==> config.mk <==
export PLATFORM = sky130hd
export DESIGN_NAME = pc_seq
export DESIGN_NICKNAME = d
export VERILOG_FILES = /design/src/rtl/pc_seq_pkg.sv /design/src/rtl/pc_ret_stack.sv /design/src/rtl/pc_flag_banks.sv /design/src/rtl/pc_seq.sv
export SDC_FILE = /design/constraint.sdc
export NUM_CORES = 1
export LEC_CHECK = 0
export BUFFER_PORTS_ARGS = -buffer_cell sky130_fd_sc_hd__buf_2
export CAP_MARGIN = 5
export CORE_MARGIN = 5
export CORE_UTILIZATION = 40
export CTS_CLUSTER_SIZE = 12
export DETAILED_ROUTE_END_ITERATION = 6
export PLACE_DENSITY = 0.54
export SYNTH_ARGS = -nofsm -noshare
export SYNTH_HDL_FRONTEND = slang
export SYNTH_SLANG_ARGS = --single-unit
==> constraint.sdc <==
create_clock -name clk_i -period 3.3 [get_ports clk_i]
set_input_delay 0.33 -clock clk_i [delete_from_list [all_inputs] [get_ports clk_i]]
set_output_delay 0.33 -clock clk_i [all_outputs]
set_load 0.01 [all_outputs]
==> src/rtl/pc_seq_pkg.sv <==
package pc_seq_pkg;
  typedef enum logic [2:0] {
    OP_NOP, OP_INC, OP_JMP, OP_CALL, OP_RET, OP_IRQ, OP_NMI, OP_RETI
  } op_e;

  typedef enum logic [1:0] {
    CTX_NORM = 2'd0, CTX_IRQ = 2'd1, CTX_NMI = 2'd2
  } ctx_e;

  typedef enum logic [1:0] {FS_LO, FS_HI, FS_LOAD, FS_RUN} fs_e;
endpackage

==> src/rtl/pc_ret_stack.sv <==
module pc_ret_stack #(
  parameter int AW    = 12,
  parameter int DEPTH = 6
) (
  input  logic                       clk_i,
  input  logic                       rst_ni,
  input  logic                       push_i,
  input  logic                       pop_i,
  input  logic [AW-1:0]              data_i,
  output logic [AW-1:0]              top_o,
  output logic                       empty_o,
  output logic [$clog2(DEPTH+1)-1:0] depth_o,
  output logic                       ovf_o,
  output logic                       unf_o
);
  localparam int CW = $clog2(DEPTH+1);
  localparam logic [CW-1:0] FULL = CW'(DEPTH);

  logic [AW-1:0] mem [DEPTH];
  logic [CW-1:0] cnt_q;
  logic          full;

  assign empty_o = (cnt_q == '0);
  assign full    = (cnt_q == FULL);
  assign top_o   = mem[0];
  assign depth_o = cnt_q;

  // entry 0 is the top; pushes shift toward the bottom, dropping the oldest
  always_ff @(posedge clk_i) begin
    if (push_i) begin
      mem[0] <= data_i;
      for (int i = 1; i < DEPTH; i++) mem[i] <= mem[i-1];
    end else if (pop_i && !empty_o) begin
      for (int i = 0; i < DEPTH-1; i++) mem[i] <= mem[i+1];
    end
  end

  always_ff @(posedge clk_i or negedge rst_ni) begin
    if (!rst_ni) begin
      cnt_q <= '0;
      ovf_o <= 1'b0;
      unf_o <= 1'b0;
    end else if (push_i) begin
      if (full) ovf_o <= 1'b1;
      else      cnt_q <= cnt_q + 1'b1;
    end else if (pop_i) begin
      if (empty_o) unf_o <= 1'b1;
      else         cnt_q <= cnt_q - 1'b1;
    end
  end

  assert_depth_bound_R4: assert property (@(posedge clk_i) disable iff (!rst_ni)
    cnt_q <= FULL);
  assert_ovf_sticky_R4: assert property (@(posedge clk_i) disable iff (!rst_ni)
    ovf_o |=> ovf_o);
  assert_full_push_R4: assert property (@(posedge clk_i) disable iff (!rst_ni)
    (push_i && full) |=> (ovf_o && depth_o == FULL));
  assert_unf_sticky_R5: assert property (@(posedge clk_i) disable iff (!rst_ni)
    unf_o |=> unf_o);
  assert_push_grows_R3: assert property (@(posedge clk_i) disable iff (!rst_ni)
    (push_i && !full) |=> (depth_o == $past(depth_o) + 1'b1 && top_o == $past(data_i)));
  assert_pop_shrinks_R3: assert property (@(posedge clk_i) disable iff (!rst_ni)
    (pop_i && !push_i && !empty_o) |=> (depth_o == $past(depth_o) - 1'b1));
endmodule

==> src/rtl/pc_flag_banks.sv <==
module pc_flag_banks
  import pc_seq_pkg::*;
#(
  parameter int CTX_DEPTH = 2
) (
  input  logic       clk_i,
  input  logic       rst_ni,
  input  logic       enter_irq_i,
  input  logic       enter_nmi_i,
  input  logic       leave_i,
  input  logic       we_i,
  input  logic       c_i,
  input  logic       z_i,
  output logic [1:0] ctx_o,
  output logic       c_o,
  output logic       z_o
);
  localparam int NB = 3;
  localparam int KW = $clog2(CTX_DEPTH+1);
  localparam logic [KW-1:0] KFULL = KW'(CTX_DEPTH);

  ctx_e          ctx_q;
  ctx_e          cstk [CTX_DEPTH];
  logic [KW-1:0] ccnt_q;
  logic [NB-1:0] c_bank, z_bank;
  logic          enter;

  assign enter = enter_irq_i | enter_nmi_i;

  always_ff @(posedge clk_i or negedge rst_ni) begin
    if (!rst_ni) begin
      ctx_q  <= CTX_NORM;
      ccnt_q <= '0;
      for (int i = 0; i < CTX_DEPTH; i++) cstk[i] <= CTX_NORM;
    end else if (enter) begin
      cstk[0] <= ctx_q;
      for (int i = 1; i < CTX_DEPTH; i++) cstk[i] <= cstk[i-1];
      if (ccnt_q != KFULL) ccnt_q <= ccnt_q + 1'b1;
      ctx_q <= enter_nmi_i ? CTX_NMI : CTX_IRQ;
    end else if (leave_i) begin
      if (ccnt_q != '0) begin
        ctx_q  <= cstk[0];
        for (int i = 0; i < CTX_DEPTH-1; i++) cstk[i] <= cstk[i+1];
        ccnt_q <= ccnt_q - 1'b1;
      end else begin
        ctx_q <= CTX_NORM;
      end
    end
  end

  // flag pairs are deliberately left without reset
  for (genvar b = 0; b < NB; b++) begin : g_bank
    localparam logic [1:0] BI = 2'(b);
    always_ff @(posedge clk_i) begin
      if (we_i && ctx_q == BI) begin
        c_bank[b] <= c_i;
        z_bank[b] <= z_i;
      end
    end
  end

  assign ctx_o = ctx_q;
  assign c_o   = c_bank[ctx_q];
  assign z_o   = z_bank[ctx_q];

  assert_ctx_legal_R6: assert property (@(posedge clk_i) disable iff (!rst_ni)
    ctx_o != 2'd3);
  assert_nmi_enter_R6: assert property (@(posedge clk_i) disable iff (!rst_ni)
    enter_nmi_i |=> ctx_o == 2'd2);
  assert_leave_empty_R7: assert property (@(posedge clk_i) disable iff (!rst_ni)
    (leave_i && !enter && ccnt_q == '0) |=> ctx_o == 2'd0);
  assert_flag_write_R8: assert property (@(posedge clk_i) disable iff (!rst_ni)
    (we_i && !enter && !leave_i) |=> (c_o == $past(c_i) && z_o == $past(z_i)));
endmodule

==> src/rtl/pc_seq.sv <==
module pc_seq
  import pc_seq_pkg::*;
#(
  parameter int AW        = 12,
  parameter int DEPTH     = 6,
  parameter int CTX_DEPTH = 2,
  parameter int CALL_LEN  = 2,
  parameter logic [11:0] RST_VEC = 12'hFFE
) (
  input  logic                       clk_i,
  input  logic                       rst_ni,
  input  logic [2:0]                 op_i,
  input  logic [AW-1:0]              target_i,
  input  logic                       flag_we_i,
  input  logic                       carry_i,
  input  logic                       zero_i,
  input  logic [7:0]                 pmem_data_i,
  output logic                       pmem_rd_o,
  output logic [AW-1:0]              pmem_addr_o,
  output logic                       ready_o,
  output logic [AW-1:0]              pc_o,
  output logic                       carry_o,
  output logic                       zero_o,
  output logic [1:0]                 ctx_o,
  output logic [$clog2(DEPTH+1)-1:0] depth_o,
  output logic                       ovf_o,
  output logic                       unf_o
);
  localparam int HW = AW - 8;
  localparam logic [AW-1:0] VEC_LO = AW'(RST_VEC);
  localparam logic [AW-1:0] VEC_HI = VEC_LO + 1'b1;

  fs_e           fs_q;
  logic [7:0]    lo_q;
  logic [AW-1:0] pc_q, push_data, stk_top;
  logic          push, pop, stk_empty, run;
  op_e           op;

  assign op  = op_e'(op_i);
  assign run = (fs_q == FS_RUN);

  always_comb begin
    push      = run && (op == OP_CALL || op == OP_IRQ || op == OP_NMI);
    pop       = run && (op == OP_RET || op == OP_RETI);
    push_data = (op == OP_CALL) ? pc_q + AW'(CALL_LEN) : pc_q;
  end

  always_ff @(posedge clk_i or negedge rst_ni) begin
    if (!rst_ni) begin
      fs_q <= FS_LO;
      lo_q <= '0;
      pc_q <= '0;
    end else begin
      unique case (fs_q)
        FS_LO:   fs_q <= FS_HI;
        FS_HI: begin
          lo_q <= pmem_data_i;
          fs_q <= FS_LOAD;
        end
        FS_LOAD: begin
          pc_q <= {pmem_data_i[HW-1:0], lo_q};
          fs_q <= FS_RUN;
        end
        FS_RUN: begin
          unique case (op)
            OP_INC:                  pc_q <= pc_q + 1'b1;
            OP_JMP, OP_CALL,
            OP_IRQ, OP_NMI:          pc_q <= target_i;
            OP_RET, OP_RETI:         if (!stk_empty) pc_q <= stk_top;
            default: ;
          endcase
        end
      endcase
    end
  end

  assign pmem_rd_o   = (fs_q == FS_LO) || (fs_q == FS_HI);
  assign pmem_addr_o = (fs_q == FS_HI) ? VEC_HI : VEC_LO;
  assign ready_o     = run;
  assign pc_o        = pc_q;

  pc_ret_stack #(.AW(AW), .DEPTH(DEPTH)) u_stk (
    .clk_i   (clk_i),
    .rst_ni  (rst_ni),
    .push_i  (push),
    .pop_i   (pop),
    .data_i  (push_data),
    .top_o   (stk_top),
    .empty_o (stk_empty),
    .depth_o (depth_o),
    .ovf_o   (ovf_o),
    .unf_o   (unf_o)
  );

  pc_flag_banks #(.CTX_DEPTH(CTX_DEPTH)) u_flags (
    .clk_i       (clk_i),
    .rst_ni      (rst_ni),
    .enter_irq_i (run && op == OP_IRQ),
    .enter_nmi_i (run && op == OP_NMI),
    .leave_i     (run && op == OP_RETI),
    .we_i        (run && flag_we_i),
    .c_i         (carry_i),
    .z_i         (zero_i),
    .ctx_o       (ctx_o),
    .c_o         (carry_o),
    .z_o         (zero_o)
  );

  assert_ready_holds_R1: assert property (@(posedge clk_i) disable iff (!rst_ni)
    ready_o |=> ready_o);
  assert_jump_R2: assert property (@(posedge clk_i) disable iff (!rst_ni)
    (ready_o && op_i == 3'd2) |=> pc_o == $past(target_i));
  assert_empty_pop_R5: assert property (@(posedge clk_i) disable iff (!rst_ni)
    (ready_o && (op_i == 3'd4 || op_i == 3'd7) && depth_o == '0) |=> (unf_o && $stable(pc_o)));
  assert_ignore_idle_R9: assert property (@(posedge clk_i) disable iff (!rst_ni)
    (!ready_o && pmem_rd_o) |=> ($stable(pc_o) && depth_o == '0));
endmodule

# --- Yosys cells after proc, flatten, opt, wreduce, memory -nomap -nowiden ---
# Memories as Yosys holds them, arrays and structs flattened.
# Index checks and enable logic that the tools add are counted.
totals:
  mem_bits_rw: 72
  output_inout_bits: 35
  n_memories: 1
  in_bits: 28
  ff_bits: 41
mem_list:
  columns: ["memory", "depth", "word_bits", "rd", "rd_ports_with_merged_regs", "wr", "line_no", "text"]
  rows:
  - ["u_stk.mem", 6, 12, 6, 0, 6, "pc_ret_stack.sv:19", "logic [AW-1:0] mem [DEPTH];"]
classes:
  eq_ne: 19
  n_reduce_logical: 32
  order_cmp: 1
  addsub: 6
  bitwise_logic: 7
  n_mux: 35
ops:
  columns: ["op", "count"]
  rows:
  - ["$mux 12", 7]
  - ["$pmux 12 s3", 1]
  - ["$pmux 12 s2", 1]
  - ["$mux 2", 11]
  - ["$eq 3x3->1 const B", 5]
  - ["$add 12x1->12 const B", 1]
  - ["$add 12x2->12 const B", 1]
  - ["$mux 3", 4]
  - ["$reduce_and 3->1", 4]
  - ["$logic_and 1x1->1", 10]
  - ["$reduce_bool 2->1", 5]
  - ["$mux 1", 8]
  - ["$ne 2x2->1 const B", 4]
  - ["$eq 2x2->1 const B", 3]
  - ["$eq 3x2->1 const B", 2]
  - ["$or 1x1->1", 6]
  - ["$pmux 2 s3", 1]
  - ["$bmux 1 s2", 2]
  - ["$eq 2x1->1 const B", 2]
  - ["$logic_not 2->1", 2]
  - ["$logic_or 1x1->1", 4]
  - ["$ne 4x1->1 const B", 1]
  - ["$reduce_and 2->1", 2]
  - ["$reduce_or 4->1", 1]
  - ["12 further kinds", 12]

# --- Depth between registers and ports, before layout ---
logic_depth:
  word_depth: 8
  mapped_depth: 10
  depth_no_buf: 8

# --- Cells and area by module ---
# Synthesis repeated with hierarchy kept, for this count alone.
hier_totals:
  hier_cells: 472
  area_unflattened_um2: 6057.1
by_module_without_submodules:
  columns: ["mod", "cells_each", "n_inst", "seq_area_each_um2", "area_per_inst_um2"]
  rows:
  - ["pc_ret_stack", 172, 1, 2287.2, 3380.7]
  - ["pc_seq", 251, 1, 550.5, 2048.2]
  - ["pc_flag_banks", 49, 1, 380.4, 628.1]

# --- Worst setup path after synthesis ---
# OpenSTA, ideal clock, no wires.
synth_timing:
  kind: "register to register"
  from: "register fs_q[0]"
  to: "memory u_stk.mem[0][0], enable pin"
  arrival_ns: 2.306
  path_slack_ns: 0.602
  path_stages_with_launch: 7
  t_required_ns: 2.908
  setup_time_ns: 0.392
  cell_sequence: "dfrtp_1 ha_1 buf_2 nand2_1 nor3_4 buf_6 or2_2"
synth_rtl:
  columns: ["item", "line_no", "text"]
  rows:
  - ["start: declaration", "pc_seq.sv:33", "fs_e fs_q;"]
  - ["start signal: assignment", "pc_seq.sv:50", "fs_q <= FS_LO;"]
  - ["start signal: assignment", "pc_seq.sv:55", "FS_LO: fs_q <= FS_HI;"]
  - ["start signal: assignment", "pc_seq.sv:58", "fs_q <= FS_LOAD;"]
  - ["end: declaration", "pc_ret_stack.sv:19", null]

# --- Worst setup path in the final report ---
layout_timing:
  from: "register fs_q[0]"
  to: "register u_stk.cnt_q[2] (netlist: u_stk.depth_o[2])"
layout_via:
  elab_chain_len: 4
  word_cells_on_any_way: 8
layout_rtl:
  columns: ["item", "line_no", "text"]
  rows:
  - ["$eq 2x2->1 (*)", "pc_seq.sv:40", "assign run = (fs_q == FS_RUN);"]
  - ["$logic_and 1x1->1 (on tied branches)", "pc_seq.sv:43, pc_seq.sv:44", null]
  - ["$ne 2x2->1 (no line) / $reduce_bool 2->1 (equally long branches)", null, null]
  - ["$reduce_and 3->1 (no line)", null, null]
  - ["end signal: assignment", "pc_ret_stack.sv:45", "else cnt_q <= cnt_q + 1'b1;"]
  - ["end signal: assignment", "pc_ret_stack.sv:48", "else cnt_q <= cnt_q - 1'b1;"]
  - ["end: declaration", "pc_ret_stack.sv:20", "logic [CW-1:0] cnt_q;"]
# Mark *: on every way between the ends. The rest lies on a longest branch, timed or not.
# A chain may end at the register's enable or synchronous reset.

==> summary.txt <==
Status
  – Outcome: complete, no violations

Clocking
  – Clk sinks: 113
  – Post-CTS Setup Inserts: 0
  – CTS Buf Count: 17
  – CTS H-tree lvls: 4
  – CTS tree: built
  – Maximum clock insertion buffer count: 2
  – Post-CTS Resized: 0
  – Hold-fix buffers, CTS: 0
  – CTS root buffer: clkbuf_16
  – Skew-Pair Late Insertion Delay: 0.42 ns
  – Clk slew on worst S/H paths: 0.05 ns

Routing
  – Routed WL: 13,300 microns
  – DRC viols: 0
  – Routed wire per std cell: 18.5 microns
  – Number of DRC markers in iteration 0: 338
  – DR vias: 3,886
  – Post-route ant nets: 0
  – Via density: 5.40
  – DR pass1 iterations: 4

Placed design
  – Port bufs: 51
  – Placed Area: 6210 sq um
  – Routability cong.: 0.833
  – Dpl cells: 688
  – Setup WS pre-CTS: 0.608 ns
  – HPWL after DPL: 9410 microns

Setup path
  – Peak fanout along the critical path: 26
  – R2R setup slack: 0.88 ns
  – Worst r2r dst: u_stk.depth_o[2]$_DFFE_PN0P_
  – R2R depth: 8
  – WP data required: 3.62 ns
  – Critical Path End Type: register
  – CP startpoint kind: register
  – Type of the worst setup path: register to register
  – WP data arrival: 2.74 ns
  – Worst reg2reg startpoint: fs_q[0]$_DFFE_PN0P_

Power
  – PD cells: 770 nW/um^2
  – Sequential share of power: 44.9%
  – Clock network fraction of total power: 34.0%
  – Power consumption: 5240 uW
  – Max VDD drop: 0.392 mV
  – Comb power frac: 21.1%
  – Sw Ratio: 29.2%
  – P_int: 3710 uW
  – Static leakage: 0.00262 uW
  – Sw Pwr: 1530 uW

Synth
  – Top-area cell type share of the netlist area: 39.7%
  – Syn Inst Count: 475
  – Synth unique cells: 65
  – Area leader, netlist: edfxtp_1
  – Main flop type after synthesis: edfxtp_1
  – Area contributors post-synth: edfxtp_1 (40%), dfrtp_1 (15%), mux2_2 (12%)
  – Seq/Total Area, Yosys: 54.5%
  – Mapped Area: 5910 sq um
  – Average cell area after synthesis: 12.4 sq um
  – Synth warn: 0
  – Number of synthesized flops with an enable pin: 78
  – Asr flop ratio synth: 31.0%
  – Number of synthesized register bits: 113

Timing
  – Fin. max-slew vios: 0
  – Setup TNS: 0 ns
  – Rel. slew slack: 42.2%
  – Final setup fails: 0
  – Max Freq: 0.413 GHz
  – Final WS setup: 0.877 ns
  – Final Hold Fails: 0
  – RSZ-0062 raised after global routing: no
  – Fin crit share: 73.4%
  – Fin Clk Skew: 0.0106 ns
  – Slew @ Worst Pin: 0.867 ns
  – Minimum clock period: 2.42 ns

Layout
  – ANT cells: 0
  – Final instance area: 6800 sq um
  – Filler-free cell count of the finished design: 720
  – Fin nets: 560
  – Layout cell share with drive strength beyond 1: 30.4%
  – Area growth from synthesis to layout: 15.2%
  – Most common cell after layout, fill and taps aside: edfxtp_1
  – Commonest non-fill, non-tap cells in the layout: edfxtp_1 (78), mux2_2 (63), buf_2 (51), nand2_1 (40), dfrtp_1 (35)
  – Fillers: 1,402

Worst hold path
  – Hold Path Class: input port to asynchronous set/reset pin

GRT
  – Antenna violations before repair: 0
  – Total gr overflow: 0
  – Vias in the first global route: 3,826
  – Overall routing resource usage: 15.9%
  – Pin count of the biggest net entering global routing: 50
  – First-pass GRT wire length: 21,700 microns

Floorplan
  – Core ar.: 14,500 sq um
  – I/O Pins: 63
  – Die X: 132 microns
  – Die H: 132 microns
  – Initial Util: 40.6%
  – FP Rows: 44
  – Die ar.: 17,300 sq um

Flow run
  – Max cap viols: 0
cell usage after synthesis, types with 2 or more instances:
library cell,n
o221ai_1,2
inv_1,8
clkbuf_1,6
clkinv_1,2
nor4_1,3
ha_1,8
a31oi_1,4
xnor2_1,12
o21ai_1,3
or2_2,4
xor2_1,5
a32o_1,2
nor2b_1,2
o21ai_0,22
buf_2,7
nand4_1,4
nand3_1,6
a221oi_1,2
o31ai_1,3
o22ai_1,3
and3_1,4
buf_6,8
dfrtp_1,35
nand2_1,40
a21oi_1,22
edfxtp_1,78
a41oi_1,2
o211ai_1,3
mux2i_1,16
a21o_1,2
a22o_1,3
o2bb2ai_1,5
mux2_2,63
nor2_1,24
nor3_1,7
a211oi_1,10
buf_4,17
layer usage:
| metal | share of wire (%) | GRT usage, % | wire (microns) | up-vias |
|---|---|---|---|---|
| li1 | - | - | - | 1857 |
| met1 | 49 | 22.3 | 6500 | 1925 |
| met2 | 46 | 23.3 | 6080 | 93 |
| met3 | 4.3 | 4.97 | 577 | 11 |
| met4 | 1.3 | 5.54 | 178 | 0 |
| met5 | 0 | 0 | 0 | - |
sequential cells by signal (all words and copies together), names as in the netlist:
signal and flops:
u_flags.cstk 4, lo_q 8, u_stk.depth_o 3, u_stk.mem 72
u_stk.ovf_o 1, pc_o 12, u_flags.ccnt_q 2, u_flags.z_bank 3
u_flags.c_bank 3, u_flags.ctx_o 2, u_stk.unf_o 1, fs_q 2
cells by family after synthesis:
family / share of synthesized area [%]
compound gates: 11.9
xor+xnor: 2.99
fa+ha+maj: 2.03
buf+inv: 5.44
flops: 54.5
mux: 14.7
other cells: 0.0635
simple gates: 8.33
worst max-delay path: stages, from the launching register on:
cell and delay [ns]:
dfrtp_1 0.42, ha_1 0.24, buf_4 0.34, nand2_4 0.09, fa_1 0.45, nor3_1 0.28
a311oi_1 0.08, a41o_1 0.22, a211oi_1 0.20
area by class of cell:
class | count | area [sq um] | share of cell area (%)
clock buffer | 30 | 577 | 8.48
clock inverter | 2 | 12.5 | 0.184
inverter | 11 | 41.3 | 0.607
multi-input combinational | 322 | 2400 | 35.3
sequential | 113 | 3220 | 47.3
tap | 184 | 230 | 3.38
timing repair buffer | 58 | 320 | 4.71
stage by stage:
step	hold WS, ns	utilization (%)
4_1_cts	0.0478	46.8
6_report	0.0274	46.8
5_1_grt	0.0947	46.8
2_1_floorplan	0.0344	-
3_3_place_gp	0.435	42.8
3_5_place_dp	0.434	42.8
power groups by stage:
| stage | Combinational [uW] | Clock, uW | Sequential (uW) |
|---|---|---|---|
| global placement | 1090 | 0 | 2370 |
| floorplan | 878 | 0 | 2240 |
| finish | 1100 | 1780 | 2350 |
| CTS | 1120 | 1820 | 2360 |
| global route | 1230 | 1890 | 2410 |
| detailed placement | 1110 | 0 | 2380 |
worst max path at each step:
| stage | startpoint | end |
|---|---|---|
| finish | fs_q[0]$_DFFE_PN0P_ | u_stk.depth_o[2]$_DFFE_PN0P_ |
| global route | fs_q[0]$_DFFE_PN0P_ | u_stk.depth_o[2]$_DFFE_PN0P_ |
| CTS | fs_q[0]$_DFFE_PN0P_ | u_stk.depth_o[2]$_DFFE_PN0P_ |
| detailed placement | op_i[0] | u_stk.depth_o[2]$_DFFE_PN0P_ |
| global placement | op_i[0] | u_stk.depth_o[2]$_DFFE_PN0P_ |
| floorplan | fs_q[0]$_DFFE_PN0P_ | u_stk.mem[0][0]$_DFFE_PP_ |
(Power assumes the default switching activity.)
